**config.mk**
```make
export PLATFORM = sky130hd
export DESIGN_NAME = udata_addr_unit
export DESIGN_NICKNAME = d
export VERILOG_FILES = /design/src/rtl/udata_addr_unit.sv
export SDC_FILE = /design/constraint.sdc
export NUM_CORES = 1
export LEC_CHECK = 0
export ABC_AREA = 1
export ABC_CLOCK_PERIOD_IN_PS = 4400
export BUFFER_PORTS_ARGS = -buffer_cell sky130_fd_sc_hd__clkbuf_2
export CAP_MARGIN = 20
export CORE_MARGIN = 2
export CORE_UTILIZATION = 40
export CTS_BUF_LIST = sky130_fd_sc_hd__clkbuf_16
export CTS_CLUSTER_DIAMETER = 80
export DETAILED_ROUTE_END_ITERATION = 10
export PLACE_DENSITY = 0.76
export SKIP_CTS_REPAIR_TIMING = 1
export SYNTH_ARGS = -nofsm -noshare
export SYNTH_HDL_FRONTEND = slang
export SYNTH_SLANG_ARGS = --single-unit
```
**constraint.sdc**
```tcl
create_clock -name clk -period 4.4 [get_ports clk]
set_clock_uncertainty 0.2 [all_clocks]
set_input_delay 0.22 -clock clk [delete_from_list [all_inputs] [get_ports clk]]
set_output_delay 0.22 -clock clk [all_outputs]
set_load 0.03 [all_outputs]
```
**src/rtl/udata_addr_unit.sv**
```systemverilog
module udata_addr_unit #(
  parameter int PTR_W   = 16,
  parameter int PAGE_W  = 8,
  parameter int BIG_MEM = 1,
  parameter int PC_W    = 22,
  parameter int RF_SIZE = 32,
  parameter int IO_SIZE = 64,
  localparam int FW     = (BIG_MEM != 0) ? PTR_W + PAGE_W : PTR_W
) (
  input  logic              clk,
  input  logic              rst_n,
  input  logic [7:0]        rd_req,
  input  logic [7:0]        wr_req,
  input  logic [PTR_W-1:0]  ptr_x,
  input  logic [PTR_W-1:0]  ptr_y,
  input  logic [PTR_W-1:0]  ptr_z,
  input  logic [PTR_W-1:0]  sp,
  input  logic [PTR_W-1:0]  k16,
  input  logic [PAGE_W-1:0] page,
  input  logic [PC_W-1:0]   pc,
  input  logic [7:0]        wdata,
  output logic              rf_rd,
  output logic              rf_wr,
  output logic              io_req,
  output logic              io_we,
  output logic              dm_rd,
  output logic              dm_wr,
  output logic [FW-1:0]     loc_addr,
  output logic [7:0]        wr_data,
  output logic              bp_wr,
  output logic              sp_upd,
  output logic [PTR_W-1:0]  sp_new,
  output logic              err
);

  localparam logic [FW-1:0] IO_BASE = FW'(RF_SIZE);
  localparam logic [FW-1:0] DM_BASE = FW'(RF_SIZE + IO_SIZE);

  logic [15:0] req_all;
  logic [3:0]  sel;
  logic        any, multi, is_wr, stack, seq_err;
  logic [2:0]  src;
  logic [FW-1:0]    direct, flat, local_a;
  logic [PTR_W-1:0] koff, sp_a, spn;
  logic [7:0]       wdat;
  logic             hit_rf, hit_io;
  logic [3:0]       prev_sel;
  logic             prev_v;

  assign req_all = {wr_req, rd_req};
  assign any     = |req_all;
  assign multi   = $countones(req_all) > 1;

  always_comb begin
    sel = '0;
    for (int i = 15; i >= 0; i--)
      if (req_all[i]) sel = 4'(i);
  end

  assign is_wr = sel[3];
  assign src   = sel[2:0];
  assign stack = (src == 3'd3) || (src >= 3'd5);

  generate
    if (BIG_MEM != 0) begin : g_paged
      assign direct = {page, k16};
    end else begin : g_flat
      assign direct = k16;
    end
  endgenerate

  assign koff = (src >= 3'd5) ? PTR_W'(src - 3'd5) : '0;
  assign sp_a = is_wr ? sp - koff : sp + koff + 1'b1;
  assign spn  = is_wr ? sp_a - 1'b1 : sp_a;

  always_comb begin
    case (src)
      3'd0:    flat = FW'(ptr_x);
      3'd1:    flat = FW'(ptr_y);
      3'd2:    flat = FW'(ptr_z);
      3'd4:    flat = direct;
      default: flat = FW'(sp_a);
    endcase
  end

  always_comb begin
    wdat = wdata;
    if (is_wr) begin
      case (src)
        3'd5:    wdat = pc[7:0];
        3'd6:    wdat = pc[15:8];
        3'd7:    wdat = 8'(pc >> 16);
        default: wdat = wdata;
      endcase
    end
  end

  assign hit_rf  = flat < IO_BASE;
  assign hit_io  = !hit_rf && (flat < DM_BASE);
  assign local_a = hit_rf ? flat : (hit_io ? flat - IO_BASE : flat - DM_BASE);

  assign seq_err = any && (src >= 3'd6) && !(prev_v && (prev_sel == sel - 4'd1));

  always_ff @(posedge clk) begin
    if (!rst_n) begin
      rf_rd <= 1'b0; rf_wr <= 1'b0; io_req <= 1'b0; io_we <= 1'b0;
      dm_rd <= 1'b0; dm_wr <= 1'b0; bp_wr <= 1'b0; sp_upd <= 1'b0;
      loc_addr <= '0; wr_data <= '0; sp_new <= '0; err <= 1'b0;
      prev_v <= 1'b0; prev_sel <= '0;
    end else begin
      rf_rd    <= any && !is_wr && hit_rf;
      rf_wr    <= any && is_wr && hit_rf;
      io_req   <= any && hit_io;
      io_we    <= any && is_wr && hit_io;
      dm_rd    <= any && !is_wr && !hit_rf && !hit_io;
      dm_wr    <= any && is_wr && !hit_rf && !hit_io;
      bp_wr    <= any && is_wr;
      loc_addr <= any ? local_a : '0;
      wr_data  <= (any && is_wr) ? wdat : '0;
      sp_upd   <= any && stack;
      sp_new   <= (any && stack) ? spn : '0;
      err      <= multi || seq_err;
      prev_v   <= any;
      prev_sel <= sel;
    end
  end

endmodule


```
==> results of run 1 <==
==> power by group through the flow <==
stage               clock (uW)  combinational (uW)  sequential (uW)
finish                     727                 849              603
floorplan                    0                 405              674
global placement             0                 769              614
detailed placement           0                 784              615
CTS                        733                 790              603
global route               761                 951              605
==> critical path, delay by kind of cell <==
kind / cells / cell delay (ns)
adders and majority gates: 3 / 0.61
buffers and inverters: 8 / 0.64
and+or+nand+nor: 36 / 3.17
==> registers in the layout, indices dropped and copies added, names as in the netlist <==
signal	cells
wr_data	8
loc_addr	24
rf_wr	1
io_we	1
sp_upd	1
io_req	1
dm_wr	1
prev_v	1
rf_rd	1
err	1
bp_wr	1
dm_rd	1
sp_new	16
prev_sel	4
==> worst min path at each step <==
stage	start	end	cells past startpoint
finish	pc[20]	wr_data[4]	3
global route	pc[15]	wr_data[7]	3
CTS	wdata[5]	wr_data[5]	2
detailed placement	wdata[5]	wr_data[5]	2
global placement	wdata[5]	wr_data[5]	2
floorplan	wdata[5]	wr_data[5]	1
==> cells by family after synthesis <==
family                     Yosys count  share of synthesized area
xor gates and xnor gates             7                     0.0112
buffers and inverters              149                      0.115
AOI/OAI and AO/OA                  119                      0.130
DFF                                 62                      0.226
and+or+nand+nor                    478                      0.394
adders and majority gates           47                      0.123
==> Yosys cell counts (all sizes together) (2+ instances only) <==
| cell type | number | area, um^2 |
|---|---|---|
| nor2 | 94 | 375 |
| o211ai | 3 | 22.5 |
| o31ai | 3 | 22.5 |
| nand2 | 238 | 956 |
| nand3b | 3 | 22.5 |
| a221oi | 7 | 61.3 |
| nand3 | 95 | 490 |
| clkbuf | 6 | 22.5 |
| a41oi | 5 | 43.8 |
| buf | 19 | 144 |
| o21bai | 2 | 15.0 |
| ha | 35 | 438 |
| o21a | 2 | 15.0 |
| o21ai | 43 | 234 |
| clkinv | 2 | 7.51 |
| a31oi | 4 | 25.0 |
| xor2 | 5 | 43.8 |
| dfxtp | 62 | 1240 |
| xnor2 | 2 | 17.5 |
| or2 | 9 | 58.8 |
| nor3 | 19 | 121 |
| nand4 | 17 | 106 |
| inv | 122 | 458 |
| a21oi | 43 | 215 |
| fa | 12 | 240 |
==> layer usage <==
layer,up-vias,GRT usage,part of all wire
li1,3437,-,-
met1,3089,0.320,0.43
met2,275,0.413,0.47
met3,47,0.0390,0.058
met4,0,0.113,0.040
met5,-,0,0
==> cell type report <==
type                    count  area, um^2
fillers                  1198        5100
multi-input cells         652        3960
well taps                 176         220
flip-flops and latches     62        1240
diodes                      1        2.50
repair buffers            328        2050
inverters                 124         478
clock buffers               9         225
clock inverters             7        75.1
==> stage by stage <==
stage | setup TNS [ns] | util | hold slack (ns)
after floorplan | 0 | - | 0.176
after global placement | -12.90 | 0.554 | 0.276
after detailed placement | -15.21 | 0.554 | 0.276
after CTS | -5.86 | 0.577 | -0.0758
after global routing | -12.17 | 0.618 | 0.000939
final | -2.10 | 0.618 | -0.0494
==> flow_summary.json, run 1 <==
{
  "critPathLaunch": "wr_req[6]",
  "cp_data_arrival_time_ns": 4.67,
  "synth_warnings": 0,
  "cp-start-kind": "primary input",
  "endpoint": "loc_addr[9]",
  "power.share.sequential": 0.277,
  "syn-num-nets": 1045,
  "yosys.cell_types.count": 51,
  "htree_levels": 3,
  "first_iter_violations": 418,
  "worst-r2r-setup-slack_ns": 2.85,
  "slowest_cell_on_the_critical_path": "fa_2",
  "hold_path_class": "primary input to flip-flop",
  "worstReg2RegEnd": "err",
  "clock_tree.root_cell": "clkbuf_16",
  "hpwlAfterDp_um": 14500,
  "chipHeight_um": 121,
  "floorplan.rows": 42,
  "critical_path.max_stage_delay_ns": 0.33,
  "post_synth_instance_area_um2": 5490,
  "post_synth_inst_count": 862,
  "p_int_uw": 1390,
  "setup_repair_after_global_routing_missed_its_margin": "true",
  "power.switching_uw": 788,
  "flow.area_growth_from_synthesis_pct": 50.2,
  "hold_viol_final": 6,
  "most-common-layout-cells": "201 x nand2_1, 191 x clkbuf_2, 118 x buf_4",
  "post-place-cells": 1321,
  "switching_share": 0.362,
  "drc": 0,
  "cts.sinks": 62,
  "antenna_found_initial": 1,
  "first_global_vias": 6177,
  "synth-seq-cells": 62,
  "pre_cts_ws_ns": -0.670,
  "io_pins": 193,
  "grt_pass1_wl_um": 28800,
  "design.core.area_um2": 13300,
  "clock_path_buffers": 2,
  "wirelength_um": 19400,
  "die_w_um": 121,
  "cts_tree": "yes",
  "final_layout_size_suffix_gt1_frac": 0.385,
  "global_routing_usage_summed_across_all_routing_layers": 0.249,
  "timing.critical_path.fanout_max": 4,
  "clock_power_share": 0.334,
  "avgSynthCellArea_um2": 6.37,
  "worst_hold_slack_ns": -0.0494,
  "route.vias.total": 6848,
  "routed_via_density": 5.04,
  "initial_utilization": 0.411,
  "worst_r2r_path_depth": 6,
  "power_frac_comb": 0.390,
  "dpl_cell_area_um2": 7400,
  "setup_crit_path_kind": "primary input to flip-flop",
  "synth_ff_type": "dfxtp_1",
  "synth_enable_flop_cells": 0,
  "synth_seq_area_share": 0.226,
  "tritoncts.num_buffers": 9,
  "worst-slew-pin-transition_ns": 0.674,
  "post-route-period-util": 1.04,
  "antenna_left": 0,
  "clock_latency_ns": 0.35,
  "layout.cells.non_filler": 1359,
  "p_leak_uw": 0.00443,
  "final_net_count": 1360,
  "status": "finished, violations left",
  "worst_reg2reg_startpoint": "prev_sel[3]",
  "ir_drop_mv": 0.190,
  "route.detailed.wl_per_inst_um": 14.2,
  "fin_crit_ns": 4.59,
  "die_area_um2": 14700,
  "asyncSetResetFlopFracSynth": 0,
  "final_common_cell": "nand2_1",
  "timing.fmax_mhz": 218,
  "cts.clk_slew.worst_paths_ns": 0.06,
  "worst_setup_path_end_kind": "flip-flop",
  "grt_remaining_overflow": 0,
  "setup_viol_count_final": 18,
  "port_buffers": 192,
  "grt_max_degree": 44,
  "most_numerous_cell_on_the_critical_path": "nand2_1",
  "globalplace.congestion": 0.924,
  "power_uw": 2180,
  "slew_headroom": 0.550,
  "max_cap_viol_count": 0,
  "final_standard_cell_area_without_fillers_um2": 8250,
  "violations": "negative hold slack, negative setup slack",
  "crit_required_ns": 4.48,
  "final_critical_path_setup_slack_ns": -0.194,
  "power_density_over_cell_area_nw_per_um2": 264,
  "drv_slew": 0,
  "initial_drt_pass_iterations": 5
}
Power figures use the tool's default switching activity.
==> inputs of run 2 (changes only) <==
--- a/config.mk
+++ b/config.mk
@@ -14,6 +14,7 @@
 export CTS_BUF_LIST = sky130_fd_sc_hd__clkbuf_16
 export CTS_CLUSTER_DIAMETER = 80
 export DETAILED_ROUTE_END_ITERATION = 10
+export MAX_ROUTING_LAYER = met4
 export PLACE_DENSITY = 0.76
 export SKIP_CTS_REPAIR_TIMING = 1
 export SYNTH_ARGS = -nofsm -noshare
==> flow_summary.json, run 2 (same netlist as run 1, synthesis figures left out) <==
{
  "largestRegisters": "loc_addr x24, sp_new x16, wr_data x8",
  "hpwlAfterDp_um": 14600,
  "regMostFlops": "loc_addr",
  "critical_path.max_stage_delay_ns": 0.35,
  "violations": "negative hold slack, negative setup slack",
  "cts.sinks": 62,
  "routed_via_density": 5.08,
  "post-route-period-util": 1.08,
  "final_layout_size_suffix_gt1_frac": 0.385,
  "floorplan.rows": 42,
  "first_global_vias": 6301,
  "worst_hold_startpoint": "pc[20]",
  "antenna_found_initial": 0,
  "die_w_um": 121,
  "critical_path.top_delay_family": "simple AND/OR/NAND/NOR gates",
  "design.core.area_um2": 13300,
  "cp_data_arrival_time_ns": 4.79,
  "grt_max_degree": 44,
  "slew_headroom": 0.528,
  "slowest_cell_on_the_critical_path": "fa_2",
  "global_routing_usage_summed_across_all_routing_layers": 0.259,
  "final_standard_cell_area_without_fillers_um2": 8310,
  "crit_required_ns": 4.43,
  "timing.critical_path.fanout_max": 6,
  "chipHeight_um": 121,
  "io_pins": 193,
  "hold_viol_final": 4,
  "cts.clk_slew.worst_paths_ns": 0.05,
  "flow.area_growth_from_synthesis_pct": 51.3,
  "ir_drop_mv": 0.177,
  "route.vias.total": 6925,
  "drv_slew": 0,
  "most-common-layout-cells": "202 x nand2_1, 191 x clkbuf_2, 122 x buf_4",
  "drc": 0,
  "setup_repair_after_global_routing_missed_its_margin": "true",
  "power_density_over_cell_area_nw_per_um2": 267,
  "htree_levels": 3,
  "diodes": 0,
  "setup_crit_path_kind": "primary input to flip-flop",
  "globalplace.congestion": 0.939,
  "cp-start-kind": "primary input",
  "final_critical_path_setup_slack_ns": -0.355,
  "wirelength_um": 19700,
  "die_area_um2": 14700,
  "status": "finished, violations left",
  "holdPathEnd": "wr_data[4]",
  "final_common_cell": "nand2_1",
  "worst_hold_slack_ns": -0.0408,
  "p_leak_uw": 0.00447,
  "worst_r2r_path_depth": 6,
  "tritoncts.num_buffers": 9,
  "initial_drt_pass_iterations": 5,
  "hold_depth": 3,
  "clock_path_buffers": 2,
  "final_net_count": 1366,
  "initial_utilization": 0.411,
  "worst_reg2reg_startpoint": "prev_sel[3]",
  "grt_pass1_wl_um": 29300,
  "worst-slew-pin-transition_ns": 0.707,
  "most_numerous_cell_on_the_critical_path": "nand2_1",
  "dpl_cell_area_um2": 7410,
  "antenna_left": 0,
  "clock_latency_ns": 0.34,
  "timing.fmax_mhz": 210,
  "final.fill_count": 1190,
  "port_buffers": 192,
  "clock_tree.root_cell": "clkbuf_16",
  "worstPathBufferInverterCount": 10,
  "max_cap_viol_count": 0,
  "fin_crit_ns": 4.75,
  "cts_tree": "yes",
  "hold_path_class": "primary input to flip-flop",
  "worst-r2r-setup-slack_ns": 2.81,
  "first_iter_violations": 437,
  "max_reg_flops": 24,
  "setup_viol_count_final": 27,
  "worstReg2RegEnd": "err",
  "grt_remaining_overflow": 0,
  "power_uw": 2220,
  "route.detailed.wl_per_inst_um": 14.5,
  "utilization": 0.622,
  "worst_setup_path_end_kind": "flip-flop"
}
-- run 2: cell types whose count changed in the layout (fill, tap and decap cells not counted), moves of 2 or more --
cell / previous run / this run
clkinvlp_4: 3 / 1
clkinv_1: 2 / 4
nand3_1: 83 / 81
o21ai_0: 29 / 27
nand2_2: 29 / 27
clkinv_4: 2 / 0
inv_4: 5 / 8
nor3_2: 6 / 4
nor3_1: 10 / 13
inv_2: 10 / 8
buf_4: 118 / 122
nand3_4: 1 / 3
-- run 2: layout make-up --
type / instances / area, um^2 / area share
repair inverters: 1 / 7.51 / 0.000904
repair buffers: 333 / 2090 / 0.251
clock buffers: 9 / 225 / 0.0271
inverters: 124 / 485 / 0.0584
flip-flops and latches: 62 / 1240 / 0.149
multi-input cells: 652 / 3970 / 0.477
well taps: 176 / 220 / 0.0265
clock inverters: 6 / 77.6 / 0.00934
-- run 2: worst max path at each step --
| stage | start | end | slack, ns | depth (start not counted) |
|---|---|---|---|---|
| global route | wr_req[6] | loc_addr[17] | -0.60 | 47 |
| CTS | wr_req[6] | loc_addr[21] | -0.46 | 48 |
| global placement | wr_req[6] | loc_addr[17] | -0.56 | 48 |
| floorplan | wr_req[6] | loc_addr[13] | 0.004 | 43 |
| finish | wr_req[6] | loc_addr[13] | -0.35 | 39 |
| detailed placement | wr_req[6] | loc_addr[21] | -0.73 | 48 |
-- run 2: stage by stage --
| stage | TNS (ns) | instances | worst slack (ns) | hold WS, ns |
|---|---|---|---|---|
| final | -6.47 | 1363 | -0.355 | -0.0408 |
| after global routing | -13.63 | 1363 | -0.604 | 0.00301 |
| after CTS | -8.27 | 1337 | -0.460 | -0.0840 |
| after detailed placement | -17.02 | 1322 | -0.729 | 0.269 |
| after global placement | -12.95 | 1322 | -0.563 | 0.276 |
| after floorplan | 0 | 862 | 0.00390 | 0.176 |
-- run 2: where the power goes --
group          switching [uW]  total [uW]  internal (uW)  leakage (uW)
Combinational             495         856            361       0.00382
Sequential               9.12         603            594      0.000506
Clock                     270         756            486      0.000150
Total                     774        2220           1440       0.00447
-- run 2: layer usage --
| layer | global-route usage | vias to the layer above | part of all wire |
|---|---|---|---|
| met5 | - | - | 0 |
| met4 | 0.110 | 0 | 0.038 |
| met3 | 0.0362 | 54 | 0.069 |
| met1 | 0.315 | 3149 | 0.42 |
| li1 | - | 3443 | - |
| met2 | 0.432 | 279 | 0.48 |
-- run 2: worst register-to-register path: stages, from the launching register on --
cell,delay [ns]
dfxtp_1,0.30
xnor2_1,0.29
a21boi_0,0.14
o21a_1,0.12
o211ai_1,0.17
nand2_1,0.12
a31oi_1,0.17
